File: config.mk
export PLATFORM = sky130hd
export DESIGN_NAME = pata_strobe_gen
export DESIGN_NICKNAME = d
export VERILOG_FILES = /design/src/rtl/pata_strobe_pkg.sv /design/src/rtl/pata_timing_bank.sv /design/src/rtl/pata_phase_seq.sv /design/src/rtl/pata_strobe_gen.sv
export SDC_FILE = /design/constraint.sdc
export NUM_CORES = 1
export LEC_CHECK = 0
export ABC_AREA = 0
export BUFFER_PORTS_ARGS = -buffer_cell sky130_fd_sc_hd__clkbuf_2
export CORE_MARGIN = 5
export CORE_UTILIZATION = 54
export CTS_CLUSTER_DIAMETER = 60
export DETAILED_ROUTE_END_ITERATION = 8
export GPL_TIMING_DRIVEN = 0
export MAX_ROUTING_LAYER = met4
export PLACE_DENSITY = 0.8
export SLEW_MARGIN = 20
export SYNTH_ARGS = -nofsm -noshare
export SYNTH_HDL_FRONTEND = slang
export SYNTH_SLANG_ARGS = --single-unit
File: constraint.sdc
create_clock -name clk -period 4 [get_ports clk]
set_input_delay 0.4 -clock clk [delete_from_list [all_inputs] [get_ports clk]]
set_output_delay 0.4 -clock clk [all_outputs]
set_load 0.01 [all_outputs]
File: src/rtl/pata_strobe_pkg.sv
package pata_strobe_pkg;
  localparam int SETUP_W = 3;
  localparam int ACT_W   = 5;
  localparam int REC_W   = 4;
  localparam int TMR_W   = ACT_W;

  typedef struct packed {
    logic [SETUP_W-1:0] setup;
    logic [ACT_W-1:0]   act;
    logic [REC_W-1:0]   rec;
  } phase_t;

  typedef enum logic [2:0] {
    SQ_IDLE, SQ_SETUP, SQ_ACTIVE, SQ_RECOV, SQ_DONE
  } seq_state_t;

  // Data cycles and register cycles each own a field set in the word.
  function automatic phase_t pick_phase(input logic [31:0] w, input logic is_data);
    phase_t p;
    if (is_data) begin
      p.setup = w[24:22];
      p.act   = w[8:4];
      p.rec   = w[3:0];
    end else begin
      p.setup = w[27:25];
      p.act   = w[17:13];
      p.rec   = w[12:9];
    end
    return p;
  endfunction
endpackage

File: src/rtl/pata_timing_bank.sv
module pata_timing_bank #(
  parameter int NUM_DEV = 2,
  localparam int DEV_W = $clog2(NUM_DEV)
) (
  input  logic                 clk,
  input  logic                 rst_n,
  input  logic                 cfg_we,
  input  logic [DEV_W-1:0]     cfg_dev,
  input  logic [31:0]          cfg_word,
  input  logic [DEV_W-1:0]     rd_dev,
  output logic [31:0]          rd_word,
  output logic [4*NUM_DEV-1:0] flags
);
  logic [31:0] words [NUM_DEV];

  for (genvar d = 0; d < NUM_DEV; d++) begin : g_dev
    logic [31:0] word_q;
    logic        wr_en;
    assign wr_en = cfg_we && (cfg_dev == DEV_W'(d));
    always_ff @(posedge clk or negedge rst_n) begin
      if (!rst_n)     word_q <= '0;
      else if (wr_en) word_q <= cfg_word;
    end
    assign words[d]      = word_q;
    assign flags[4*d +: 4] = word_q[31:28];
  end

  assign rd_word = words[rd_dev];
endmodule

File: src/rtl/pata_phase_seq.sv
module pata_phase_seq
  import pata_strobe_pkg::*;
#(
  parameter int CNT_W = 8
) (
  input  logic             clk,
  input  logic             rst_n,
  input  logic             start,
  input  phase_t           ph_in,
  input  logic [CNT_W-1:0] count_in,
  output logic             strobe_on,
  output logic             deassert,
  output logic             load_act,
  output logic             busy,
  output logic             done
);
  seq_state_t       state_q, state_n;
  logic [TMR_W-1:0] tmr_q, tmr_n;
  logic [CNT_W-1:0] left_q, left_n;
  phase_t           ph_q;

  always_comb begin
    state_n = state_q;
    tmr_n   = tmr_q;
    left_n  = left_q;
    unique case (state_q)
      SQ_IDLE: if (start) begin
        left_n = (count_in == '0) ? '0 : count_in - 1'b1;
        if (ph_in.setup != '0) begin
          state_n = SQ_SETUP;
          tmr_n   = TMR_W'(ph_in.setup) - 1'b1;
        end else begin
          state_n = SQ_ACTIVE;
          tmr_n   = TMR_W'(ph_in.act);
        end
      end
      SQ_SETUP: if (tmr_q == '0) begin
        state_n = SQ_ACTIVE;
        tmr_n   = TMR_W'(ph_q.act);
      end else tmr_n = tmr_q - 1'b1;
      SQ_ACTIVE: if (tmr_q == '0) begin
        state_n = SQ_RECOV;
        tmr_n   = TMR_W'(ph_q.rec);
      end else tmr_n = tmr_q - 1'b1;
      SQ_RECOV: if (tmr_q == '0) begin
        if (left_q == '0) state_n = SQ_DONE;
        else begin
          state_n = SQ_ACTIVE;
          tmr_n   = TMR_W'(ph_q.act);
          left_n  = left_q - 1'b1;
        end
      end else tmr_n = tmr_q - 1'b1;
      SQ_DONE: state_n = SQ_IDLE;
      default: state_n = SQ_IDLE;
    endcase
  end

  always_ff @(posedge clk or negedge rst_n) begin
    if (!rst_n) begin
      state_q <= SQ_IDLE;
      tmr_q   <= '0;
      left_q  <= '0;
    end else begin
      state_q <= state_n;
      tmr_q   <= tmr_n;
      left_q  <= left_n;
    end
  end

  always_ff @(posedge clk or negedge rst_n) begin
    if (!rst_n)     ph_q <= '0;
    else if (start) ph_q <= ph_in;
  end

  assign strobe_on = (state_q == SQ_ACTIVE);
  assign deassert  = (state_q == SQ_ACTIVE) && (tmr_q == '0);
  assign load_act  = (state_n == SQ_ACTIVE) && (state_q != SQ_ACTIVE);
  assign busy      = (state_q != SQ_IDLE);
  assign done      = (state_q == SQ_DONE);
endmodule

File: src/rtl/pata_strobe_gen.sv
module pata_strobe_gen
  import pata_strobe_pkg::*;
#(
  parameter int NUM_DEV = 2,
  parameter int CNT_W   = 8,
  parameter int DW      = 16,
  localparam int DEV_W  = $clog2(NUM_DEV)
) (
  input  logic                 clk,
  input  logic                 rst_n,
  input  logic                 cfg_we,
  input  logic [DEV_W-1:0]     cfg_dev,
  input  logic [31:0]          cfg_word,
  output logic [4*NUM_DEV-1:0] flags_o,
  input  logic                 req_valid,
  input  logic                 req_write,
  input  logic                 req_data,
  input  logic                 req_dma,
  input  logic [DEV_W-1:0]     req_dev,
  input  logic [CNT_W-1:0]     req_count,
  input  logic [2:0]           req_addr,
  input  logic                 req_csel,
  input  logic [DW-1:0]        req_wdata,
  output logic                 busy,
  output logic                 rsp_done,
  output logic                 rsp_rvalid,
  output logic [DW-1:0]        rsp_rdata,
  output logic                 fifo_on,
  output logic [2:0]           ata_addr,
  output logic [1:0]           ata_cs_n,
  output logic                 ata_rd_n,
  output logic                 ata_wr_n,
  output logic [DW-1:0]        ata_dout,
  output logic                 ata_doe,
  input  logic [DW-1:0]        ata_din
);
  logic [31:0] sel_word;
  phase_t      sel_phase;
  logic        start, strobe_on, deassert, load_act;
  logic        wr_q, data_q, dma_q;
  logic [2:0]  addr_q;
  logic [1:0]  csn_q;
  logic [DW-1:0] dout_q, rdata_q;
  logic        rvalid_q;

  pata_timing_bank #(.NUM_DEV(NUM_DEV)) u_bank (
    .clk(clk), .rst_n(rst_n), .cfg_we(cfg_we), .cfg_dev(cfg_dev), .cfg_word(cfg_word),
    .rd_dev(req_dev), .rd_word(sel_word), .flags(flags_o)
  );

  assign sel_phase = pick_phase(sel_word, req_data);
  assign start     = req_valid && !busy;

  pata_phase_seq #(.CNT_W(CNT_W)) u_seq (
    .clk(clk), .rst_n(rst_n), .start(start), .ph_in(sel_phase), .count_in(req_count),
    .strobe_on(strobe_on), .deassert(deassert), .load_act(load_act),
    .busy(busy), .done(rsp_done)
  );

  always_ff @(posedge clk or negedge rst_n) begin
    if (!rst_n) begin
      wr_q   <= 1'b0;
      data_q <= 1'b0;
      dma_q  <= 1'b0;
      addr_q <= '0;
      csn_q  <= 2'b11;
    end else if (start) begin
      wr_q   <= req_write;
      data_q <= req_data;
      dma_q  <= req_dma;
      addr_q <= req_data ? 3'd0 : req_addr;
      csn_q  <= (!req_data && req_csel) ? 2'b01 : 2'b10;
    end
  end

  always_ff @(posedge clk or negedge rst_n) begin
    if (!rst_n)        dout_q <= '0;
    else if (load_act) dout_q <= req_wdata;
  end

  always_ff @(posedge clk or negedge rst_n) begin
    if (!rst_n)                  rdata_q <= '0;
    else if (deassert && !wr_q)  rdata_q <= ata_din;
  end

  always_ff @(posedge clk or negedge rst_n) begin
    if (!rst_n) rvalid_q <= 1'b0;
    else        rvalid_q <= deassert && !wr_q;
  end

  assign rsp_rdata  = rdata_q;
  assign rsp_rvalid = rvalid_q;
  assign fifo_on    = busy && data_q && dma_q;
  assign ata_rd_n   = !(strobe_on && !wr_q);
  assign ata_wr_n   = !(strobe_on && wr_q);
  assign ata_cs_n   = busy ? csn_q : 2'b11;
  assign ata_addr   = busy ? addr_q : 3'd0;
  assign ata_dout   = dout_q;
  assign ata_doe    = busy && wr_q;
endmodule

==> parameters.txt, run 1 <==
Parameter                              Value

Timing
  Max Clock Freq    292 MHz
  Setup tns final    0 ns
  Max-slew violation count    0
  Final setup violating endpoints    0
  Count of endpoints failing hold in the final timing report    0
  Max-slew headroom at the worst pin    36.8%
  Share of the clock period used by the worst path    85.8%
  Unrepaired setup endpoints after global routing    no
  Final critical path time including I/O delays and setup    3.43 ns
  Worst hold slack across all endpoints    0.0762 ns
  Slew at the pin with the worst max-slew slack    0.941 ns
  Clock tree skew after final layout    0.0138 ns

Clocking
  H-Tree Level Count    4
  Hold buffer count at cts    1
  Clock tree buffer depth    2
  CTS root buffer    sky130_fd_sc_hd__clkbuf_8
  CTS tree    yes
  Number of buffers created by CTS    17
  Clock latency on the worst-skew pair    0.52 ns
  Post-CTS Setup Bufs    0
  Quantity of gates resized following cts    0
  Sink count of the clock tree    122
  Worst-path clk slew    0.06 ns

Logic synthesis
  Count of flip-flops with a built-in enable after synthesis    0
  Area contributors post-synth    sky130_fd_sc_hd__dfrtp_1 52%, sky130_fd_sc_hd__mux2_2 15%, sky130_fd_sc_hd__mux4_2 4.7%, sky130_fd_sc_hd__nand2_1 3.9%, sky130_fd_sc_hd__mux2_4 2.6%
  Post-Synthesis Cells    464
  Seq/Total Area, Yosys    53.1%
  Most common cell in the netlist    sky130_fd_sc_hd__dfrtp_1
  Most used flip-flop cell after synthesis    sky130_fd_sc_hd__dfrtp_1
  Yosys warning total    0
  Net count of the mapped netlist    554
  Avg Synthesized Cell Area    12.4 sq um
  Number of register bits inferred by synthesis    122
  Async set or reset register ratio after synthesis    100%
  Top cell type's share of synthesized area    52.2%
  Cell Area, Synth    5750 sq um
  Synth area leader    sky130_fd_sc_hd__dfrtp_1
  Commonest cells in the netlist    120 x sky130_fd_sc_hd__dfrtp_1, 78 x sky130_fd_sc_hd__mux2_2, 60 x sky130_fd_sc_hd__nand2_1
  Number of unique standard cell types used by synthesis    56

Route
  Detailed-route wire length    12700 microns
  DRC violation count after routing    0
  Residual antenna-violating net count after detailed routing    0
  Avg WL per Cell    16.6 microns
  Violation count after the first detailed-routing iteration    174
  Via count    4107
  Drt first pass iters    4
  DR vias/cell    5.37

Place
  DPL Wire Length    9020 microns
  Final weighted congestion of routability-driven global placement    0.903
  Quantity of I/O buffers inserted on ports    131

Power and ir drop
  Logic gate share of total power    32.3%
  Switching share of power    31.1%
  Internal Dissipation    3.63 mW
  Leakage    3.45 nW
  Power per cell area    724 nW/um^2
  Total Power Consumption    5.27 mW
  Share of total power in sequential cells    36.3%
  Switching Power    1.64 mW
  Highest ir drop seen on vdd    0.476 mV
  Clock network power share    31.4%

Worst setup path
  Path type of the worst setup path    input port to flip-flop
  Critical path data arrival time    3.83 ns
  Critical path endpoint category    flip-flop
  Kind of cell adding the most delay to the critical path    buffers and inverters
  Required time of the worst setup path    4.40 ns
  Critical Path Slowest Stage Cell    sky130_fd_sc_hd__buf_1
  Chain of cells forming the critical path    clkbuf_2 -> buf_1 -> mux4_2 -> inv_1 -> ha_1 -> ha_1 -> buf_6 -> a21oi_1 -> o22ai_2 -> a22o_2 -> or4b_1 -> buf_6 -> buf_12 -> mux2_4
  Buffers & Inverters on Critical Path    6
  CP Max Fanout    10
  Critical Path Max Stage Delay    0.66 ns
  Critical path launch point type    input port

Layout
  Area growth, synth to finish    26.5%
  Antenna cell count    0
  Count of fill cells added during filler insertion    754
  Final core utilization    70.2%
  Fraction of final layout cells sized beyond drive strength 1    47.1%
  Net count of the finished layout    706

Flow run
  Max-cap violations    0

Floorplanning
  Die height    113 microns
  Initial cell density of the core    55.5%
  X dimension of the die    113 microns
  Top Ports    137
  Die area    12800 sq um
  Placeable Area    10400 sq um
  FP Rows    37

Global routing
  GR Overflow Total    0
  Global-route wire length before repair    21300 microns
  Total global routing track utilization    21.6%
  Initial antenna violation count    0
  Vias in the first global route    4414
  Largest net degree at the start of global routing    77

Worst hold path
  Min-Delay Path Class    input port to flip-flop

Outcome
  Status    completed
==> cell families (layout without fill, tap and decap cells) <==
group | after synthesis | count (layout) | synth area share [%]
and+or+nand+nor | 135 | 135 | 11.4
DFF | 122 | 122 | 53.1
muxes | 103 | 103 | 23.1
AOI/OAI and AO/OA | 53 | 53 | 6.42
buffers and inverters | 44 | 209 | 4.55
adders and majority gates | 5 | 5 | 1.09
xor gates and xnor gates | 2 | 2 | 0.305
==> worst reg2reg max path, stage by stage, from the launching register on <==
cell	delay (ns)
sky130_fd_sc_hd__dfrtp_1	0.38
sky130_fd_sc_hd__mux4_2	0.49
sky130_fd_sc_hd__inv_1	0.09
sky130_fd_sc_hd__ha_1	0.15
sky130_fd_sc_hd__ha_1	0.16
sky130_fd_sc_hd__buf_6	0.13
sky130_fd_sc_hd__a21oi_1	0.08
sky130_fd_sc_hd__o22ai_2	0.15
sky130_fd_sc_hd__a22o_2	0.17
sky130_fd_sc_hd__or4b_1	0.45
sky130_fd_sc_hd__buf_6	0.16
sky130_fd_sc_hd__buf_12	0.15
sky130_fd_sc_hd__mux2_4	0.30
==> path summary, 6_finish.rpt <==
path | start | to | slack [ns] | cells past startpoint
setup / recovery | req_dev | ata_dout[9]$_DFFE_PN0P_ | 0.57 | 14
hold / removal | req_write | wr_q$_DFFE_PN0N_ | 0.08 | 3
setup reg to reg | u_bank.g_dev[0].word_q[23]$_DFFE_PN0P_ | ata_dout[9]$_DFFE_PN0P_ | 1.02 | 12
hold reg to reg | addr_q[0]$_DFFE_PN0N_ | addr_q[0]$_DFFE_PN0N_ | 0.46 | 2
max in group asynchronous | rst_n | csn_q[0]$_DFFE_PN1N_ | 2.92 | 3
min in group asynchronous | rst_n | u_seq.left_q[3]$_DFFE_PN0P_ | 0.39 | 2
==> per-stage QoR <==
stage | instance area, sq um | worst slack, ns | std cells
floorplan | 5750 | 0.579 | 464
global placement | 6580 | 0.0907 | 731
detailed placement | 6620 | 0.0209 | 732
CTS | 7280 | 0.554 | 765
global route | 7280 | 0.331 | 765
finish | 7280 | 0.570 | 765
==> layout by cell type, fill, tap and decap left out, drive strengths merged, types with 3 or more instances in the layout <==
master	Yosys	final
or2	3	3
bufinv	0	5
or4	3	3
a31oi	4	4
o22a	4	4
clkinvlp	0	4
a22o	4	4
o21ai	12	12
nor4	3	3
mux2	88	88
dfrtp	120	120
nand3b	4	4
buf	20	21
ha	5	5
clkbuf	11	161
mux4	12	12
a21oi	10	10
nor3	10	10
nand3	6	6
nor2	22	22
nor2b	8	8
nand2	61	61
mux2i	3	3
a32oi	3	3
nor3b	3	3
inv	13	16
==> area by class of cell <==
type	count	area [sq um]	area share (%)
buffer	31	213	2.92
clock buffer	19	432	5.93
clock inverter	13	215	2.96
inverter	13	48.8	0.671
multi-input combinational	298	2440	33.5
sequential	122	3060	42.0
tap	136	170	2.34
timing repair buffer	133	702	9.65
==> layer usage <==
metal	GRT usage [%]	up-vias	wire, microns
li1	-	1948	-
met1	26.5	2029	5390
met2	35.4	118	6520
met3	5.56	12	700
met4	6.57	0	117
met5	-	-	0
==> power by group through the flow <==
| stage | Sequential (mW) | Combinational (mW) | Clock [mW] |
|---|---|---|---|
| after CTS | 1.91 | 1.72 | 1.68 |
| final | 1.92 | 1.70 | 1.65 |
| after floorplan | 1.94 | 1.12 | 0 |
| after global placement | 1.89 | 1.65 | 0 |
| after detailed placement | 1.92 | 1.70 | 0 |
| after global routing | 1.97 | 1.87 | 1.75 |
==> sequential cells by signal (all words and copies together), names as in the netlist <==
register / cells
u_seq.tmr_q: 5
ata_dout: 16
u_seq.state_q: 3
dma_q: 1
addr_q: 3
u_seq.left_q: 8
csn_q: 2
rsp_rvalid: 1
u_seq.ph_q: 9
wr_q: 1
rsp_rdata: 16
data_q: 1
u_bank.g_dev.word_q: 56
Note: power is estimated with default switching activity, not from simulation.
==> run 2, diff against run 1 <==
--- a/config.mk
+++ b/config.mk
@@ -9,6 +9,7 @@
 export BUFFER_PORTS_ARGS = -buffer_cell sky130_fd_sc_hd__clkbuf_2
 export CORE_MARGIN = 5
 export CORE_UTILIZATION = 54
+export CTS_BUF_LIST = sky130_fd_sc_hd__clkbuf_16
 export CTS_CLUSTER_DIAMETER = 60
 export DETAILED_ROUTE_END_ITERATION = 8
 export GPL_TIMING_DRIVEN = 0
==> run 2 against run 1 <==
Against the previous run: register-to-register slack hardly changed; cell count stayed put; sequential power hardly changed; critical path depth stayed put; core utilization hardly changed; die area stayed put; via count is 1.0% higher; clock skew is 0.0025 ns lower; fmax is 3.4% lower; worst hold slack better by 0.10 ns; clock-buffer cell count is 2 lower.
==> parameters.txt, run 2 (synthesis gave the netlist of run 1 again) <==
Parameter                              Value

Timing
  Final critical path time including I/O delays and setup    3.55 ns (was 3.43 ns)
  Max Clock Freq    282 MHz (was 292 MHz)
  Setup tns final    0 ns (unchanged)
  Slew at the pin with the worst max-slew slack    0.958 ns (was 0.941 ns)
  Clock tree skew after final layout    0.0113 ns (was 0.0138 ns)
  Final setup violating endpoints    0 (unchanged)
  Max-slew violation count    0 (unchanged)
  Unrepaired setup endpoints after global routing    no (unchanged)
  Share of the clock period used by the worst path    88.7% (was 85.8%)
  Max-slew headroom at the worst pin    35.6% (was 36.8%)
  Count of endpoints failing hold in the final timing report    0 (unchanged)
  Worst hold slack across all endpoints    0.176 ns (was 0.0762 ns)

Route
  Residual antenna-violating net count after detailed routing    0 (unchanged)
  Avg WL per Cell    16.8 microns (was 16.6 microns)
  Violation count after the first detailed-routing iteration    244 (was 174)
  Drt first pass iters    4 (unchanged)
  DR vias/cell    5.42 (was 5.37)
  Via count    4149 (was 4107)
  Detailed-route wire length    12800 microns (was 12700 microns)
  DRC violation count after routing    0 (unchanged)

Power and ir drop
  Leakage    3.45 nW (about the same)
  Power per cell area    727 nW/um^2 (was 724 nW/um^2)
  Total Power Consumption    5.29 mW (was 5.27 mW)
  Highest ir drop seen on vdd    0.476 mV (about the same)

Worst setup path
  Critical path endpoint category    flip-flop (unchanged)
  Reg2Reg Setup Slack    1.01 ns (was 1.02 ns)
  Path type of the worst setup path    input port to flip-flop (unchanged)
  Required time of the worst setup path    4.29 ns (was 4.40 ns)
  CP Max Fanout    10 (unchanged)
  Critical path launch point type    input port (unchanged)
  Critical path data arrival time    3.84 ns (was 3.83 ns)

Clocking
  Hold buffer count at cts    1 (unchanged)
  Clock latency on the worst-skew pair    0.41 ns (was 0.52 ns)
  Sink count of the clock tree    122 (unchanged)
  H-Tree Level Count    4 (unchanged)
  Clock tree buffer depth    2 (unchanged)
  Post-CTS Setup Bufs    0 (unchanged)
  Worst-path clk slew    0.06 ns (about the same)
  Number of buffers created by CTS    17 (unchanged)
  CTS tree    yes (unchanged)
  CTS root buffer    sky130_fd_sc_hd__clkbuf_16 (was sky130_fd_sc_hd__clkbuf_8)
  Quantity of gates resized following cts    0 (unchanged)

Layout
  Fraction of final layout cells sized beyond drive strength 1    46.9% (was 47.1%)
  Largest register by flop count    u_bank.g_dev.word_q (unchanged)
  Net count of the finished layout    706 (unchanged)
  Count of fill cells added during filler insertion    757 (was 754)
  Antenna cell count    0 (unchanged)
  Number of flip-flops under the largest register name    56 (unchanged)
  Most common cell after layout, fill and taps aside    sky130_fd_sc_hd__clkbuf_2 (unchanged)
  Final Instance Count excl. Fillers    765 (unchanged)
  Commonest cells after routing, fill and taps aside    131 x sky130_fd_sc_hd__clkbuf_2, 120 x sky130_fd_sc_hd__dfrtp_1, 78 x sky130_fd_sc_hd__mux2_2, 60 x sky130_fd_sc_hd__nand2_1, 22 x sky130_fd_sc_hd__nor2_1 (unchanged)
  Area growth, synth to finish    26.5% (about the same)

Global routing
  Vias in the first global route    4435 (was 4414)
  Global-route wire length before repair    21500 microns (was 21300 microns)
  GR Overflow Total    0 (unchanged)
  Total global routing track utilization    21.9% (was 21.6%)
  Largest net degree at the start of global routing    77 (unchanged)
  Initial antenna violation count    0 (unchanged)

Floorplanning
  Placeable Area    10400 sq um (unchanged)
  Initial cell density of the core    55.5% (unchanged)
  Die area    12800 sq um (unchanged)
  FP Rows    37 (unchanged)
  X dimension of the die    113 microns (unchanged)
  Top Ports    137 (unchanged)
  Die height    113 microns (unchanged)

Place
  DPL Wire Length    9020 microns (unchanged)
  Cell total after placement    732 (unchanged)
  Quantity of I/O buffers inserted on ports    131 (unchanged)
  Final weighted congestion of routability-driven global placement    0.903 (unchanged)

Outcome
  Status    completed (unchanged)

Flow run
  Max-cap violations    0 (unchanged)

Worst hold path
  Min-Delay Path Class    input port to flip-flop (unchanged)
-- run 2: critical path, stage by stage --
cell	delay (ns)
sky130_fd_sc_hd__clkbuf_2	0.15
sky130_fd_sc_hd__buf_1	0.66
sky130_fd_sc_hd__mux4_2	0.62
sky130_fd_sc_hd__inv_1	0.09
sky130_fd_sc_hd__ha_1	0.15
sky130_fd_sc_hd__ha_1	0.16
sky130_fd_sc_hd__buf_6	0.13
sky130_fd_sc_hd__a21oi_1	0.08
sky130_fd_sc_hd__o22ai_2	0.15
sky130_fd_sc_hd__a22o_2	0.17
sky130_fd_sc_hd__or4b_1	0.45
sky130_fd_sc_hd__buf_6	0.16
sky130_fd_sc_hd__buf_12	0.15
sky130_fd_sc_hd__mux2_4	0.30
-- run 2: metal layers --
layer	up-vias	share of wire, %	track usage [%]
li1	1948	-	-
met2	130	51	35.9
met5	-	0	-
met3	15	5.8	6.42
met4	0	0.96	5.45
met1	2056	42	26.8
-- run 2: layout make-up --
cell class                      count  area (sq um)  area share, %
Buffer                             31           213           2.92
Clock buffer                       17           425           5.85
Clock inverter                     15           223           3.06
Inverter                           13          48.8          0.671
Multi-Input combinational cell    298          2440           33.5
Sequential cell                   122          3060           42.0
Tap cell                          136           170           2.34
Timing Repair Buffer              133           702           9.65
-- run 2: per-stage QoR --
step	cell area [sq um]	utilization [%]	setup WS, ns
detailed placement	6620	63.8	0.0209
floorplan	5750	-	0.579
CTS	7280	70.2	0.430
finish	7280	70.2	0.450
global route	7280	70.2	0.215
global placement	6580	63.4	0.0907
-- run 2: worst paths after layout --
kind                                                         from                     endpoint  depth (start not counted)
min reg2reg                                 addr_q[0]$_DFFE_PN0N_        addr_q[0]$_DFFE_PN0N_                          2
min in group asynchronous                                   rst_n  u_seq.left_q[3]$_DFFE_PN0P_                          2
max                                                       req_dev      ata_dout[6]$_DFFE_PN0P_                         14
min                                                     req_write             wr_q$_DFFE_PN0N_                          3
max in group asynchronous                                   rst_n         csn_q[0]$_DFFE_PN1N_                          3
max reg2reg                u_bank.g_dev[0].word_q[23]$_DFFE_PN0P_      ata_dout[6]$_DFFE_PN0P_                         12
-- run 2: power breakdown --
part / switching (mW) / internal, mW
Sequential: 0.267 / 1.65
Clock: 0.556 / 1.11
Combinational: 0.825 / 0.882
==> run 3, diff against run 2 <==
--- a/config.mk
+++ b/config.mk
@@ -14,7 +14,7 @@
 export DETAILED_ROUTE_END_ITERATION = 8
 export GPL_TIMING_DRIVEN = 0
 export MAX_ROUTING_LAYER = met4
-export PLACE_DENSITY = 0.8
+export PLACE_DENSITY = 0.92
 export SLEW_MARGIN = 20
 export SYNTH_ARGS = -nofsm -noshare
 export SYNTH_HDL_FRONTEND = slang
==> run 3 against run 2 <==
Against the previous run: clock skew is 0.0018 ns lower; design area is 1.0% lower; sequential share of layout area up 0.43 points; die area stayed put; worst setup slack worse by 0.072 ns; register-to-register slack worse by 0.10 ns; clock power down 11%.
==> parameters.txt, run 3 (synthesis gave the netlist of run 1 again) <==
Parameter                              Value

Floorplanning
  Top Ports    137 (unchanged)
  FP Rows    37 (unchanged)
  Initial cell density of the core    55.5% (unchanged)
  Die area    12800 sq um (unchanged)
  X dimension of the die    113 microns (unchanged)
  Placeable Area    10400 sq um (unchanged)
  Die height    113 microns (unchanged)

Clocking
  Clock tree buffer depth    2 (unchanged)
  Sink count of the clock tree    122 (unchanged)
  CTS root buffer    sky130_fd_sc_hd__clkbuf_16 (unchanged)
  CTS tree    yes (unchanged)
  Clock latency on the worst-skew pair    0.41 ns (about the same)
  Worst-path clk slew    0.05 ns (was 0.06 ns)
  Post-CTS Setup Bufs    0 (unchanged)
  Hold buffer count at cts    1 (unchanged)
  H-Tree Level Count    4 (unchanged)
  Quantity of gates resized following cts    0 (unchanged)
  Number of buffers created by CTS    17 (unchanged)

Power and ir drop
  Highest ir drop seen on vdd    0.399 mV (was 0.476 mV)
  Clock network power share    28.9% (was 31.4%)
  Leakage    3.42 nW (was 3.45 nW)
  Switching Power    1.67 mW (was 1.65 mW)
  Logic gate share of total power    33.7% (was 32.3%)
  Share of total power in sequential cells    37.4% (was 36.3%)
  Switching share of power    32.7% (was 31.2%)
  Power per cell area    711 nW/um^2 (was 727 nW/um^2)
  Internal Dissipation    3.45 mW (was 3.64 mW)

Timing
  Clock tree skew after final layout    0.00952 ns (was 0.0113 ns)
  Unrepaired setup endpoints after global routing    no (unchanged)
  Max Clock Freq    276 MHz (was 282 MHz)
  Setup tns final    0 ns (unchanged)
  Count of endpoints failing hold in the final timing report    0 (unchanged)
  Slew at the pin with the worst max-slew slack    0.887 ns (was 0.958 ns)
  Max-slew violation count    0 (unchanged)
  Share of the clock period used by the worst path    90.5% (was 88.7%)
  Final critical path time including I/O delays and setup    3.62 ns (was 3.55 ns)
  Max-slew headroom at the worst pin    40.4% (was 35.6%)
  Final setup violating endpoints    0 (unchanged)

Worst setup path
  Critical Path Slowest Stage Cell    sky130_fd_sc_hd__buf_1 (unchanged)
  Critical Path Max Stage Delay    0.68 ns (was 0.66 ns)
  Required time of the worst setup path    4.28 ns (was 4.29 ns)
  Buffers & Inverters on Critical Path    6 (unchanged)
  Path type of the worst setup path    input port to flip-flop (unchanged)
  Chain of cells forming the critical path    clkbuf_2 -> buf_1 -> mux4_2 -> inv_1 -> ha_1 -> ha_1 -> buf_6 -> a21oi_1 -> o22ai_2 -> a22o_2 -> or4b_1 -> buf_6 -> buf_12 -> mux2_4 (unchanged)
  Kind of cell adding the most delay to the critical path    buffers and inverters (unchanged)
  Critical path data arrival time    3.91 ns (was 3.84 ns)
  CP Max Fanout    10 (unchanged)
  Critical path launch point type    input port (unchanged)
  Critical path endpoint category    flip-flop (unchanged)

Global routing
  Initial antenna violation count    0 (unchanged)
  Total global routing track utilization    22.5% (was 21.9%)
  GR Overflow Total    0 (unchanged)
  Vias in the first global route    4508 (was 4435)
  Global-route wire length before repair    22100 microns (was 21500 microns)
  Largest net degree at the start of global routing    72 (was 77)

Flow run
  Max-cap violations    0 (unchanged)

Layout
  Antenna cell count    0 (unchanged)
  Count of fill cells added during filler insertion    699 (was 757)
  Area growth, synth to finish    25.3% (was 26.5%)
  Commonest cells after routing, fill and taps aside    131 x sky130_fd_sc_hd__clkbuf_2, 120 x sky130_fd_sc_hd__dfrtp_1, 78 x sky130_fd_sc_hd__mux2_2, 60 x sky130_fd_sc_hd__nand2_1, 22 x sky130_fd_sc_hd__nor2_1 (unchanged)
  Fraction of final layout cells sized beyond drive strength 1    46.9% (unchanged)
  Number of flip-flops under the largest register name    56 (unchanged)
  Largest register by flop count    u_bank.g_dev.word_q (unchanged)
  Most common cell after layout, fill and taps aside    sky130_fd_sc_hd__clkbuf_2 (unchanged)
  Layout Cell Area excl Fill    7200 sq um (was 7280 sq um)
  Net count of the finished layout    706 (unchanged)

Route
  Drt first pass iters    6 (was 4)
  Detailed-route wire length    13500 microns (was 12800 microns)
  DR vias/cell    5.63 (was 5.42)
  DRC violation count after routing    0 (unchanged)
  Via count    4304 (was 4149)
  Violation count after the first detailed-routing iteration    248 (was 244)
  Avg WL per Cell    17.7 microns (was 16.8 microns)
  Residual antenna-violating net count after detailed routing    0 (unchanged)

Place
  Post-place instance area    6610 sq um (was 6620 sq um)
  Final weighted congestion of routability-driven global placement    0.829 (was 0.903)
  DPL Wire Length    9250 microns (was 9020 microns)
  Quantity of I/O buffers inserted on ports    131 (unchanged)

Outcome
  Status    completed (unchanged)

Worst hold path
  Min-Delay Path Class    input port to flip-flop (unchanged)
-- run 3: cell types whose count changed in the layout (fill, tap and decap cells not counted) --
cell | previous run | this run
sky130_fd_sc_hd__clkinv_1 | 1 | 2
sky130_fd_sc_hd__inv_6 | 3 | 4
sky130_fd_sc_hd__bufinv_16 | 5 | 2
sky130_fd_sc_hd__clkinvlp_4 | 4 | 3
sky130_fd_sc_hd__clkinv_2 | 0 | 3
sky130_fd_sc_hd__inv_1 | 14 | 13
-- run 3: path summary, 6_finish.rpt --
path | startpoint | to | slack [ns] | cells after the start
worst max-delay path | req_dev | ata_dout[7]$_DFFE_PN0P_ | 0.38 | 14
worst min-delay path | req_write | wr_q$_DFFE_PN0N_ | 0.21 | 3
worst max register to register | u_bank.g_dev[1].word_q[22]$_DFFE_PN0P_ | ata_dout[7]$_DFFE_PN0P_ | 0.91 | 12
worst min register to register | csn_q[0]$_DFFE_PN1N_ | csn_q[0]$_DFFE_PN1N_ | 0.46 | 2
max in group asynchronous | rst_n | csn_q[0]$_DFFE_PN1N_ | 2.77 | 3
min in group asynchronous | rst_n | u_bank.g_dev[0].word_q[29]$_DFFE_PN0P_ | 0.50 | 2
-- run 3: final cells by class --
type,count,area [sq um],area share (%)
buffer,31,213,2.95
clock buffer,17,425,5.91
clock inverter,15,149,2.07
inverter,13,48.8,0.677
multi-input combinational,298,2440,33.9
sequential,122,3060,42.4
tap,136,170,2.36
timing repair buffer,133,702,9.74
-- run 3: power by group through the flow --
stage / sequential [mW] / clock, mW / combinational [mW]
floorplan: 1.94 / 0 / 1.12
finish: 1.92 / 1.48 / 1.73
CTS: 1.91 / 1.50 / 1.74
global route: 1.97 / 1.56 / 1.89
detailed placement: 1.92 / 0 / 1.71
global placement: 1.88 / 0 / 1.64
-- run 3: routing by layer --
layer | track usage, % | wire length (microns) | up-vias
met3 | 5.78 | 803 | 33
met2 | 38.9 | 7210 | 180
met4 | 7.21 | 316 | 0
li1 | - | - | 1953
met1 | 25.6 | 5180 | 2138
met5 | - | 0 | -
-- run 3: per-stage QoR --
stage	total power [mW]	cells	setup WS [ns]	hold WS, ns	utilization (%)
2_1_floorplan	3.06	464	0.579	0.104	-
3_3_place_gp	3.52	731	0.107	0.448	63.4
3_5_place_dp	3.63	732	-0.0235	0.376	63.8
5_1_grt	5.42	765	0.262	0.204	69.5
6_report	5.12	765	0.378	0.209	69.5
4_1_cts	5.14	765	0.365	0.201	69.4
-- run 3: tightest hold or removal path, cell delays in order --
cell and delay [ns]:
sky130_fd_sc_hd__clkbuf_2 0.08, sky130_fd_sc_hd__nand2_1 0.04, sky130_fd_sc_hd__nand2_1 0.05
